**src/rtl/sdseq_pkg.sv**
```systemverilog
package sdseq_pkg;

    // {cs_n, ras_n, cas_n, we_n}
    typedef enum logic [3:0] {
        CMD_MRS = 4'b0000,
        CMD_REF = 4'b0001,
        CMD_PRE = 4'b0010,
        CMD_ACT = 4'b0011,
        CMD_WR  = 4'b0100,
        CMD_RD  = 4'b0101,
        CMD_BST = 4'b0110,
        CMD_NOP = 4'b0111
    } cmd_t;

    typedef enum logic [3:0] {
        ST_STARTUP,
        ST_INIT_PRE,
        ST_INIT_REF,
        ST_INIT_MRS,
        ST_IDLE,
        ST_ACT,
        ST_RW,
        ST_PRE,
        ST_REF,
        ST_WAIT
    } state_t;

    function automatic int max2(input int a, input int b);
        return (a > b) ? a : b;
    endfunction

endpackage

```
**src/rtl/sdseq_gap_timer.sv**
```systemverilog
module sdseq_gap_timer #(
    parameter int CW        = 8,
    parameter int INIT_LOAD = 10
) (
    input  logic          clk,
    input  logic          rst_n,
    input  logic          load,
    input  logic [CW-1:0] load_val,
    output logic [CW-1:0] remaining
);

    always_ff @(posedge clk) begin
        if (!rst_n) begin
            remaining <= CW'(INIT_LOAD);
        end else if (load) begin
            remaining <= load_val;
        end else if (remaining != '0) begin
            remaining <= remaining - CW'(1);
        end
    end

endmodule

```
**src/rtl/sdseq_refresh_timer.sv**
```systemverilog
module sdseq_refresh_timer #(
    parameter int REFI = 1550
) (
    input  logic clk,
    input  logic rst_n,
    input  logic enable,
    input  logic ack,
    output logic pending
);

    localparam int RW = $clog2(REFI + 1);

    logic [RW-1:0] count;
    logic          expire;

    assign expire = enable && (count == RW'(REFI - 1));

    always_ff @(posedge clk) begin
        if (!rst_n) begin
            count <= '0;
        end else if (expire) begin
            count <= '0;
        end else if (enable) begin
            count <= count + RW'(1);
        end
    end

    always_ff @(posedge clk) begin
        if (!rst_n) begin
            pending <= 1'b0;
        end else if (expire) begin
            pending <= 1'b1;
        end else if (ack) begin
            pending <= 1'b0;
        end
    end

endmodule

```
**src/rtl/sdram_sequencer.sv**
```systemverilog
module sdram_sequencer
    import sdseq_pkg::*;
#(
    parameter int BANK_W = 2,
    parameter int ROW_W  = 12,
    parameter int COL_W  = 9,
    parameter int ADDR_W = 12,
    parameter logic [ADDR_W-1:0] MODE_WORD = 'h020,
    parameter int T_INIT = 20000,
    parameter int T_RCD  = 2,
    parameter int T_RP   = 2,
    parameter int T_RAS  = 5,
    parameter int T_RC   = 7,
    parameter int T_WR   = 2,
    parameter int T_RFC  = 7,
    parameter int T_MRD  = 2,
    parameter int REFI   = 1550
) (
    input  logic              clk,
    input  logic              rst_n,
    input  logic              req_valid,
    input  logic              req_write,
    input  logic              req_auto_pc,
    input  logic [BANK_W-1:0] req_bank,
    input  logic [ROW_W-1:0]  req_row,
    input  logic [COL_W-1:0]  req_col,
    output logic              req_ready,
    output logic              init_done,
    output logic              sd_cs_n,
    output logic              sd_ras_n,
    output logic              sd_cas_n,
    output logic              sd_we_n,
    output logic [BANK_W-1:0] sd_ba,
    output logic [ADDR_W-1:0] sd_addr
);

    localparam int AP_BIT    = 10;
    localparam int CW        = $clog2(max2(T_INIT, 64) + 1);
    localparam int G_RD_PRE  = max2(T_RAS - T_RCD, 1);
    localparam int G_WR_PRE  = max2(T_RAS - T_RCD, T_WR);
    localparam int G_RD_POST = max2(T_RP, T_RC - T_RCD - G_RD_PRE);
    localparam int G_WR_POST = max2(T_RP, T_RC - T_RCD - G_WR_PRE);
    localparam int G_RD_AP   = max2(T_RC - T_RCD, 1 + T_RP);
    localparam int G_WR_AP   = max2(T_RC - T_RCD, T_WR + T_RP);
    localparam int SAT       = max2(T_RC, max2(T_RAS, T_RP)) + 1;
    localparam int SW        = $clog2(SAT + 1);

    state_t            state, state_nxt, resume_q, resume_nxt;
    cmd_t              cmd;
    logic [BANK_W-1:0] bank_q;
    logic [ROW_W-1:0]  row_q;
    logic [COL_W-1:0]  col_q;
    logic              wr_q, ap_q, second_ref_q, init_done_q;
    logic              accept, ref_pending, ref_ack;
    logic              t_load, issue;
    logic [CW-1:0]     t_val, t_rem, gap;
    state_t            after;

    sdseq_gap_timer #(.CW(CW), .INIT_LOAD(T_INIT)) u_gap (
        .clk(clk), .rst_n(rst_n), .load(t_load), .load_val(t_val), .remaining(t_rem)
    );

    sdseq_refresh_timer #(.REFI(REFI)) u_refresh (
        .clk(clk), .rst_n(rst_n), .enable(init_done_q), .ack(ref_ack), .pending(ref_pending)
    );

    assign req_ready = (state == ST_IDLE) && !ref_pending;
    assign accept    = req_valid && req_ready;
    assign init_done = init_done_q;

    // next-state logic
    always_comb begin
        state_nxt  = state;
        resume_nxt = resume_q;
        t_load     = 1'b0;
        t_val      = '0;
        ref_ack    = 1'b0;
        issue      = 1'b0;
        gap        = CW'(1);
        after      = ST_IDLE;
        unique case (state)
            ST_STARTUP:  if (t_rem <= CW'(1)) state_nxt = ST_INIT_PRE;
            ST_INIT_PRE: begin issue = 1'b1; gap = CW'(T_RP); after = ST_INIT_REF; end
            ST_INIT_REF: begin
                issue = 1'b1;
                gap   = CW'(T_RFC);
                after = second_ref_q ? ST_INIT_MRS : ST_INIT_REF;
            end
            ST_INIT_MRS: begin issue = 1'b1; gap = CW'(T_MRD); after = ST_IDLE; end
            ST_IDLE: begin
                if (ref_pending)  state_nxt = ST_REF;
                else if (accept)  state_nxt = ST_ACT;
            end
            ST_ACT: begin issue = 1'b1; gap = CW'(T_RCD); after = ST_RW; end
            ST_RW: begin
                issue = 1'b1;
                after = ap_q ? ST_IDLE : ST_PRE;
                if (ap_q) gap = wr_q ? CW'(G_WR_AP)  : CW'(G_RD_AP);
                else      gap = wr_q ? CW'(G_WR_PRE) : CW'(G_RD_PRE);
            end
            ST_PRE: begin
                issue = 1'b1;
                gap   = wr_q ? CW'(G_WR_POST) : CW'(G_RD_POST);
                after = ST_IDLE;
            end
            ST_REF: begin issue = 1'b1; ref_ack = 1'b1; gap = CW'(T_RFC); after = ST_IDLE; end
            ST_WAIT: if (t_rem <= CW'(1)) state_nxt = resume_q;
            default: state_nxt = ST_IDLE;
        endcase
        if (issue) begin
            t_load = 1'b1;
            t_val  = gap - CW'(1);
            if (gap > CW'(1)) begin
                state_nxt  = ST_WAIT;
                resume_nxt = after;
            end else begin
                state_nxt = after;
            end
        end
    end

    // state register
    always_ff @(posedge clk) begin
        if (!rst_n) begin
            state        <= ST_STARTUP;
            resume_q     <= ST_IDLE;
            second_ref_q <= 1'b0;
            init_done_q  <= 1'b0;
        end else begin
            state    <= state_nxt;
            resume_q <= resume_nxt;
            if (state == ST_INIT_REF) second_ref_q <= 1'b1;
            if (state == ST_IDLE)     init_done_q  <= 1'b1;
        end
    end

    always_ff @(posedge clk) begin
        if (!rst_n) begin
            bank_q <= '0;
            row_q  <= '0;
            col_q  <= '0;
            wr_q   <= 1'b0;
            ap_q   <= 1'b0;
        end else if (accept) begin
            bank_q <= req_bank;
            row_q  <= req_row;
            col_q  <= req_col;
            wr_q   <= req_write;
            ap_q   <= req_auto_pc;
        end
    end

    // command outputs
    always_comb begin
        cmd     = CMD_NOP;
        sd_ba   = '0;
        sd_addr = '0;
        unique case (state)
            ST_INIT_PRE: begin cmd = CMD_PRE; sd_addr[AP_BIT] = 1'b1; end
            ST_INIT_REF,
            ST_REF:      cmd = CMD_REF;
            ST_INIT_MRS: begin cmd = CMD_MRS; sd_addr = MODE_WORD; end
            ST_ACT: begin
                cmd     = CMD_ACT;
                sd_ba   = bank_q;
                sd_addr = ADDR_W'(row_q);
            end
            ST_RW: begin
                cmd                 = wr_q ? CMD_WR : CMD_RD;
                sd_ba               = bank_q;
                sd_addr[COL_W-1:0]  = col_q;
                sd_addr[AP_BIT]     = ap_q;
            end
            ST_PRE: begin cmd = CMD_PRE; sd_ba = bank_q; end
            default: cmd = CMD_NOP;
        endcase
    end

    assign {sd_cs_n, sd_ras_n, sd_cas_n, sd_we_n} = cmd;

    // spacing monitors for the assertions
    logic [SW-1:0] since_act, since_pre;

    always_ff @(posedge clk) begin
        if (!rst_n) begin
            since_act <= SW'(SAT);
            since_pre <= SW'(SAT);
        end else begin
            if (cmd == CMD_ACT)              since_act <= SW'(1);
            else if (since_act != SW'(SAT))  since_act <= since_act + SW'(1);
            if (cmd == CMD_PRE)              since_pre <= SW'(1);
            else if (since_pre != SW'(SAT))  since_pre <= since_pre + SW'(1);
        end
    end

    assert_rcd_R7: assert property (@(posedge clk) disable iff (!rst_n)
        (cmd == CMD_RD || cmd == CMD_WR) |-> since_act >= SW'(T_RCD));
    assert_ras_R7: assert property (@(posedge clk) disable iff (!rst_n)
        (cmd == CMD_PRE && init_done_q) |-> since_act >= SW'(T_RAS));
    assert_rp_R8: assert property (@(posedge clk) disable iff (!rst_n)
        (cmd == CMD_ACT) |-> since_pre >= SW'(T_RP));
    assert_rc_R8: assert property (@(posedge clk) disable iff (!rst_n)
        (cmd == CMD_ACT) |-> since_act >= SW'(T_RC));
    assert_ready_nop_R11: assert property (@(posedge clk) disable iff (!rst_n)
        req_ready |-> cmd == CMD_NOP);
    assert_refresh_first_R10: assert property (@(posedge clk) disable iff (!rst_n)
        ref_pending |-> !req_ready);
    assert_act_follows_R12: assert property (@(posedge clk) disable iff (!rst_n)
        accept |=> cmd == CMD_ACT);
    assert_init_hold_R3: assert property (@(posedge clk) disable iff (!rst_n)
        init_done_q |=> init_done_q);

endmodule

```
**config.mk**
```make
export PLATFORM = sky130hd
export DESIGN_NAME = sdram_sequencer
export DESIGN_NICKNAME = d
export VERILOG_FILES = /design/src/rtl/sdseq_pkg.sv /design/src/rtl/sdseq_gap_timer.sv /design/src/rtl/sdseq_refresh_timer.sv /design/src/rtl/sdram_sequencer.sv
export SDC_FILE = /design/constraint.sdc
export NUM_CORES = 1
export LEC_CHECK = 0
export BUFFER_PORTS_ARGS = -buffer_cell sky130_fd_sc_hd__buf_4
export CORE_UTILIZATION = 61
export DETAILED_ROUTE_END_ITERATION = 10
export PLACE_DENSITY = 0.84
export SYNTH_ARGS = -nofsm -noshare
export SYNTH_HDL_FRONTEND = slang
export SYNTH_SLANG_ARGS = --single-unit
export TNS_END_PERCENT = 10
```
**constraint.sdc**
```tcl
create_clock -name clk -period 3.1 [get_ports clk]
set_input_delay 0.465 -clock clk [delete_from_list [all_inputs] [get_ports clk]]
set_output_delay 0.465 -clock clk [all_outputs]
set_load 0.01 [all_outputs]
```
* Word level (Yosys, flattened, before mapping) *
Index checks and enable logic that the tools add are counted.

word-level totals
  register bits after elaboration = 62
  input bits = 28
  output and inout port bits = 20
  logic and storage cells = 75

cells by class
  $add $sub $neg = 3
  order comparisons = 2
  equality and inequality tests = 14
  multiplexer cells = 27
  bitwise logic cells = 1
  reduce and logical (&&, ||, !) cells = 16

operator list
  operator               count
  $mux 15                3
  $sub 15x1->15 const B  2
  $pmux 9 s3             1
  $mux 4                 6
  $eq 4x3->1 const B     4
  $pmux 4 s4             1
  $gt 15x1->1 const B    1
  $le 15x1->1 const B    1
  $pmux 3 s5             1
  $reduce_bool 15->1     1
  $pmux 3 s4             1
  $add 11x1->11 const B  1
  $eq 11x11->1 const B   1
  $mux 1                 9
  $pmux 3 s3             1
  $eq 4x2->1 const B     2
  $eq 4x4->1 const B     2
  $reduce_or 7->1        1
  $ne 3x3->1 const B     2
  $reduce_or 2->1        3
  $eq 4x1->1 const B     1
  $logic_not 4->1        1
  $mux 2                 2
  $ne 4x3->1 const B     1
  other kinds (11)       14

* Longest topological paths before layout *
  depth after elaboration = 7
  depth in mapped cells = 9
  depth with buffers taken out = 8

* Hierarchy *
From an unflattened synthesis, not the netlist that was laid out.

second synthesis, totals
  cells, all modules = 413
  area, all modules = 3214.3 µm²

modules (own cells, without submodules)
  module               instances  cells an instance  area each (µm²)  sequential area each (µm²)
  sdram_sequencer      1          243                1756.7           680.7
  sdseq_gap_timer      1          109                884.6            300.3
  sdseq_refresh_timer  1          61                 573.0            240.2

* Worst setup path before layout *
Ideal clock, no wire load.

  path type = reg-to-output
  start point = register state[1]
  end point = output sd_addr[10]
  data arrival time = 1.538 ns
  required time = 2.635 ns
  slack = 1.097 ns
  stages on the path, launching flop included = 7
  buffers on the path = 3
  cells stage by stage = dfxtp_1 > buf_2 > clkbuf_1 > nor2b_1 > clkbuf_1 > nand3_1 > a21oi_1

between the ends
  word-level cells in the longest chain between the ends = 2
  elaborated cells between the ends (all ways) = 4
  those cells by class = 3 x eq/ne; 1 x mux

ends and longest elaborated chain
  element                                   line                    source
  from (decl)                               sdram_sequencer.sv:48   state_t state, state_nxt, resume_q, resume_nxt;
  from (signal assigned)                    sdram_sequencer.sv:130  state <= state_nxt;
  $eq 4x3->1 or $eq 4x1->1 (tied branches)  sdram_sequencer.sv:158  unique case (state)
  $pmux 1 s3 *                              sdram_sequencer.sv:158
  to (decl)                                 sdram_sequencer.sv:34   output logic [ADDR_W-1:0] sd_addr

Every way passes the cells marked *; elsewhere a longest branch is shown, timed or not.

* Final worst setup path *
  start point = register state[1]
  end point = output sd_addr[3]

between the ends
  word-level cells in the longest chain between the ends = 2
  elaborated cells between the ends (all ways) = 4
  those cells by class = 3 x eq/ne; 1 x mux

ends and longest elaborated chain
  element                                   line
  $eq 4x3->1 or $eq 4x2->1 (tied branches)  sdram_sequencer.sv:158
  $pmux 9 s3 *                              sdram_sequencer.sv:158

Marks and branches as above.

==> key figures <==
Clock tree
  – Quantity of gates resized following cts: 0
  – CTS H-tree depth: 3
  – Clock-pin slew of the registers on the worst-case setup and hold paths: 0.07 ns
  – Clock buffer count from CTS: 9
  – Total of hold buffers inserted after clock tree synthesis: 0
  – Worst-case clock buffer depth: 2
  – Number of clock sinks: 61
  – TritonCTS clock tree: built
  – Setup Buffers After CTS: 0
  – Skew-Pair Late Insertion Delay: 0.34 ns
  – Buffer type at the clock tree root: sky130_fd_sc_hd__clkbuf_8

Detailed routing
  – Detailed-route DRC error count: 0
  – Routed wire length per instance: between 15 and 20 um
  – Amount of wire on met3 after detailed routing: 515 um
  – Antenna viol nets, final: 0
  – Detailed-route via count: 3108
  – Uppermost metal layer occupied by signal nets: met4
  – Iteration-0 DRC Markers: 262
  – Total detailed-routing wirelength: 7.79 mm
  – First-pass iteration count of the detailed router: 5
  – Detailed route wirelength on metal2: ~3.7 mm
  – Routed length on met1: 3.26 mm
  – Vias per std cell: 6.17

Pwr
  – IR Drop Worst-Case VDD: 0.325 mV
  – Post-route total power: 1.66 mW
  – Leakage dissipation: 1.31 nW
  – Power density relative to cell area: 448 nW/um2

Finish
  – Net count of the finished layout: 468
  – P&R area growth vs syn: 17.9%
  – Proportion of layout cells with a drive suffix above 1: 0.188
  – Diodes inserted: 0
  – Utilization after layout: 0.763

Yosys
  – Post-Syn Nets: ~430
  – List of most frequent post-synthesis cells: sky130_fd_sc_hd__nand2_1 (68), sky130_fd_sc_hd__dfxtp_1 (61), sky130_fd_sc_hd__nor2_1 (41), sky130_fd_sc_hd__a21oi_1 (37), sky130_fd_sc_hd__clkbuf_1 (15)
  – Cell count after synthesis: between 300 and 400
  – Post-synthesis cell type with the largest combined area: sky130_fd_sc_hd__dfxtp_1
  – Post-synthesis sequential area ratio: 0.389
  – Yosys warning total: 0
  – Asr flop ratio synth: 0
  – Cell Area, Synth: between 3000 and 4000 um2
  – Area share of the largest cell type after synthesis: 0.389
  – Cell types occupying the most area after synthesis: sky130_fd_sc_hd__dfxtp_1 (39%), sky130_fd_sc_hd__nand2_1 (8.1%), sky130_fd_sc_hd__a21oi_1 (5.9%)
  – Most repeated cell in the gate-level netlist after synthesis: sky130_fd_sc_hd__nand2_1
  – Count of flip-flops with a built-in enable after synthesis: 0
  – Dominant register cell in the synthesized netlist: sky130_fd_sc_hd__dfxtp_1
  – Post-synth cell types: 62
  – Total of flip-flops plus latches after synthesis: 61
  – Syn_area_per_cell: approximately 8 um2

Global routing
  – Number of global-route vias before repair: 2747
  – Wire length of the first global-routing pass: 12.4 mm
  – Number of antenna violations at the first check in global routing: 0
  – Total congestion overflow after global routing: 0
  – Maximum number of pins on one net before global-route repair: 31
  – Gr usage total: 0.303

STA
  – Unrepaired setup endpoints after global routing: no
  – Final Hold Viols: 0
  – Relative slew margins: 0.444
  – Highest attainable clock frequency: 360 MHz
  – Summed negative setup slack over all endpoints: 0 ns
  – Setup Viol. Count Final: 0
  – Count of final max-slew check failures: 0
  – Post-route clock period utilization: 0.897
  – Slew at the pin with the worst max-slew slack: 0.833 ns
  – Time the final worst path needs with I/O delays and setup: 2.78 ns
  – Worst Clk Skew: 0.00932 ns

Setup path
  – Cell at the slowest stage of the critical path: sky130_fd_sc_hd__nor2b_1
  – Data arrival, critical path: between 2 and 2.5 ns
  – Worst path required time: 2.63 ns
  – Largest incremental delay on the critical path: 0.75 ns
  – Type of the worst setup path: register to output pin
  – Family with the most delay on the worst path: simple AND/OR/NAND/NOR gates
  – Category of the worst setup path capture point: output pin
  – Type of element launching the critical path: register
  – WP buf/inv: 1
  – Largest fanout on the critical path: 19
  – Worst-path cell chain: nor2b_1 > a22oi_1 > nor2_1 > buf_4

Worst hold path
  – Hold WC Path Type: input pin to register

Outcome
  – Outcome: completed

Flow run
  – Max_cap viols: 0

Placed design
  – Count of input and output buffers: 46
  – Final HPWL from detailed placement: a little over 5 mm
  – Final weighted congestion in routability-driven placement: 0.927

Floorplanning
  – Die Span Y: 73.7 um
  – Number of core rows: 25
  – Placeable core region: approximately 4800 um2
  – IO Pins: 48
  – Initial core utilization: 0.647
  – Die X: 73.7 um
  – Area of the die: 5440 um2
## final cells by class
type | instances | area (um2)
fillers | 391 | 1150
well taps | 67 | 83.8
clock buffers | 11 | 151
flip-flops and latches | 61 | 1220
clock inverters | 4 | 47.5
inverters | 10 | 37.5
repair buffers | 52 | 390
multi-input cells | 299 | 1770
## where the power goes
| group | switching [mW] | total, mW | internal [mW] |
|---|---|---|---|
| clock | 0.304 | 0.711 | 0.407 |
| sequential | 0.0250 | 0.824 | 0.799 |
| combinational | 0.0605 | 0.123 | 0.0629 |
| total | 0.389 | 1.66 | 1.27 |
## cells in the final DEF, fill, tap and decap left out, types with 3 or more instances in the layout
cell type,synthesis,routed
sky130_fd_sc_hd__xor2_1,5,5
sky130_fd_sc_hd__nor3_1,11,11
sky130_fd_sc_hd__nor3b_1,4,4
sky130_fd_sc_hd__nand3_1,11,11
sky130_fd_sc_hd__xnor2_1,8,8
sky130_fd_sc_hd__inv_1,10,10
sky130_fd_sc_hd__or3_1,3,3
sky130_fd_sc_hd__a221oi_1,3,3
sky130_fd_sc_hd__nand4b_1,3,3
sky130_fd_sc_hd__a21oi_1,37,37
sky130_fd_sc_hd__nand4_1,5,5
sky130_fd_sc_hd__ha_1,7,7
sky130_fd_sc_hd__o31ai_1,3,3
sky130_fd_sc_hd__o21ai_0,10,10
sky130_fd_sc_hd__o21ba_2,3,3
sky130_fd_sc_hd__nand2_1,68,68
sky130_fd_sc_hd__nor2_1,41,41
sky130_fd_sc_hd__a211oi_1,4,4
sky130_fd_sc_hd__and3_1,3,3
sky130_fd_sc_hd__clkbuf_8,0,11
sky130_fd_sc_hd__buf_4,1,52
sky130_fd_sc_hd__a22oi_1,8,8
sky130_fd_sc_hd__nor2b_1,6,6
sky130_fd_sc_hd__dfxtp_1,61,61
sky130_fd_sc_hd__nor4_1,7,7
sky130_fd_sc_hd__a31oi_1,6,6
## per-layer routing
metal,vias up,GRT usage
met5,-,0
met4,0,0.182
met3,40,0.0508
met2,143,0.488
met1,1438,0.379
li1,1487,-
## sequential cells by signal (all words and copies together), names as in the netlist, 2 cells and up
register         count
u_gap.remaining     15
resume_q             3
state                4
bank_q               2
row_q               12
col_q                9
u_refresh.count     11
## cell families after synthesis
family / Yosys count / synth area share
other cells: 1 / 0.00120
flops: 61 / 0.389
xor+xnor: 13 / 0.0363
simple gates: 182 / 0.294
buf+inv: 36 / 0.0470
compound gates: 94 / 0.198
mux: 1 / 0.00319
fa+ha+maj: 8 / 0.0311
## final timing paths
path | end | depth (start not counted) | from | slack, ns
hold / removal | col_q[3]$_SDFFE_PN0P_ | 3 | req_col[3] | 0.37
setup / recovery | sd_addr[3] | 4 | state[1]$_SDFFE_PN0P_ | 0.32
hold reg to reg | row_q[9]$_SDFFE_PN0P_ | 2 | row_q[9]$_SDFFE_PN0P_ | 0.46
setup reg to reg | u_gap.remaining[14]$_SDFFE_PN1P_ | 5 | state[1]$_SDFFE_PN0P_ | 0.75
## worst register-to-register path: cells and delay by family (launching register included)
| kind | cells | cell delay (ns) |
|---|---|---|
| buffers and inverters | 1 | 0.24 |
| and+or+nand+nor | 2 | 0.90 |
| AOI/OAI and AO/OA | 2 | 0.62 |
| DFF | 1 | 0.51 |
## metrics by stage
| step | setup slack [ns] | hold WS, ns | area (um2) | cells |
|---|---|---|---|---|
| 2_1_floorplan | 1.10 | 0.428 | 3140 | 396 |
| 3_3_place_gp | 0.847 | 0.438 | 3500 | 489 |
| 3_5_place_dp | 0.743 | 0.447 | 3500 | 489 |
| 4_1_cts | 0.364 | 0.359 | 3700 | 504 |
| 5_1_grt | 0.206 | 0.366 | 3700 | 504 |
| 6_report | 0.319 | 0.367 | 3700 | 504 |
Power figures use the tool's default switching activity.
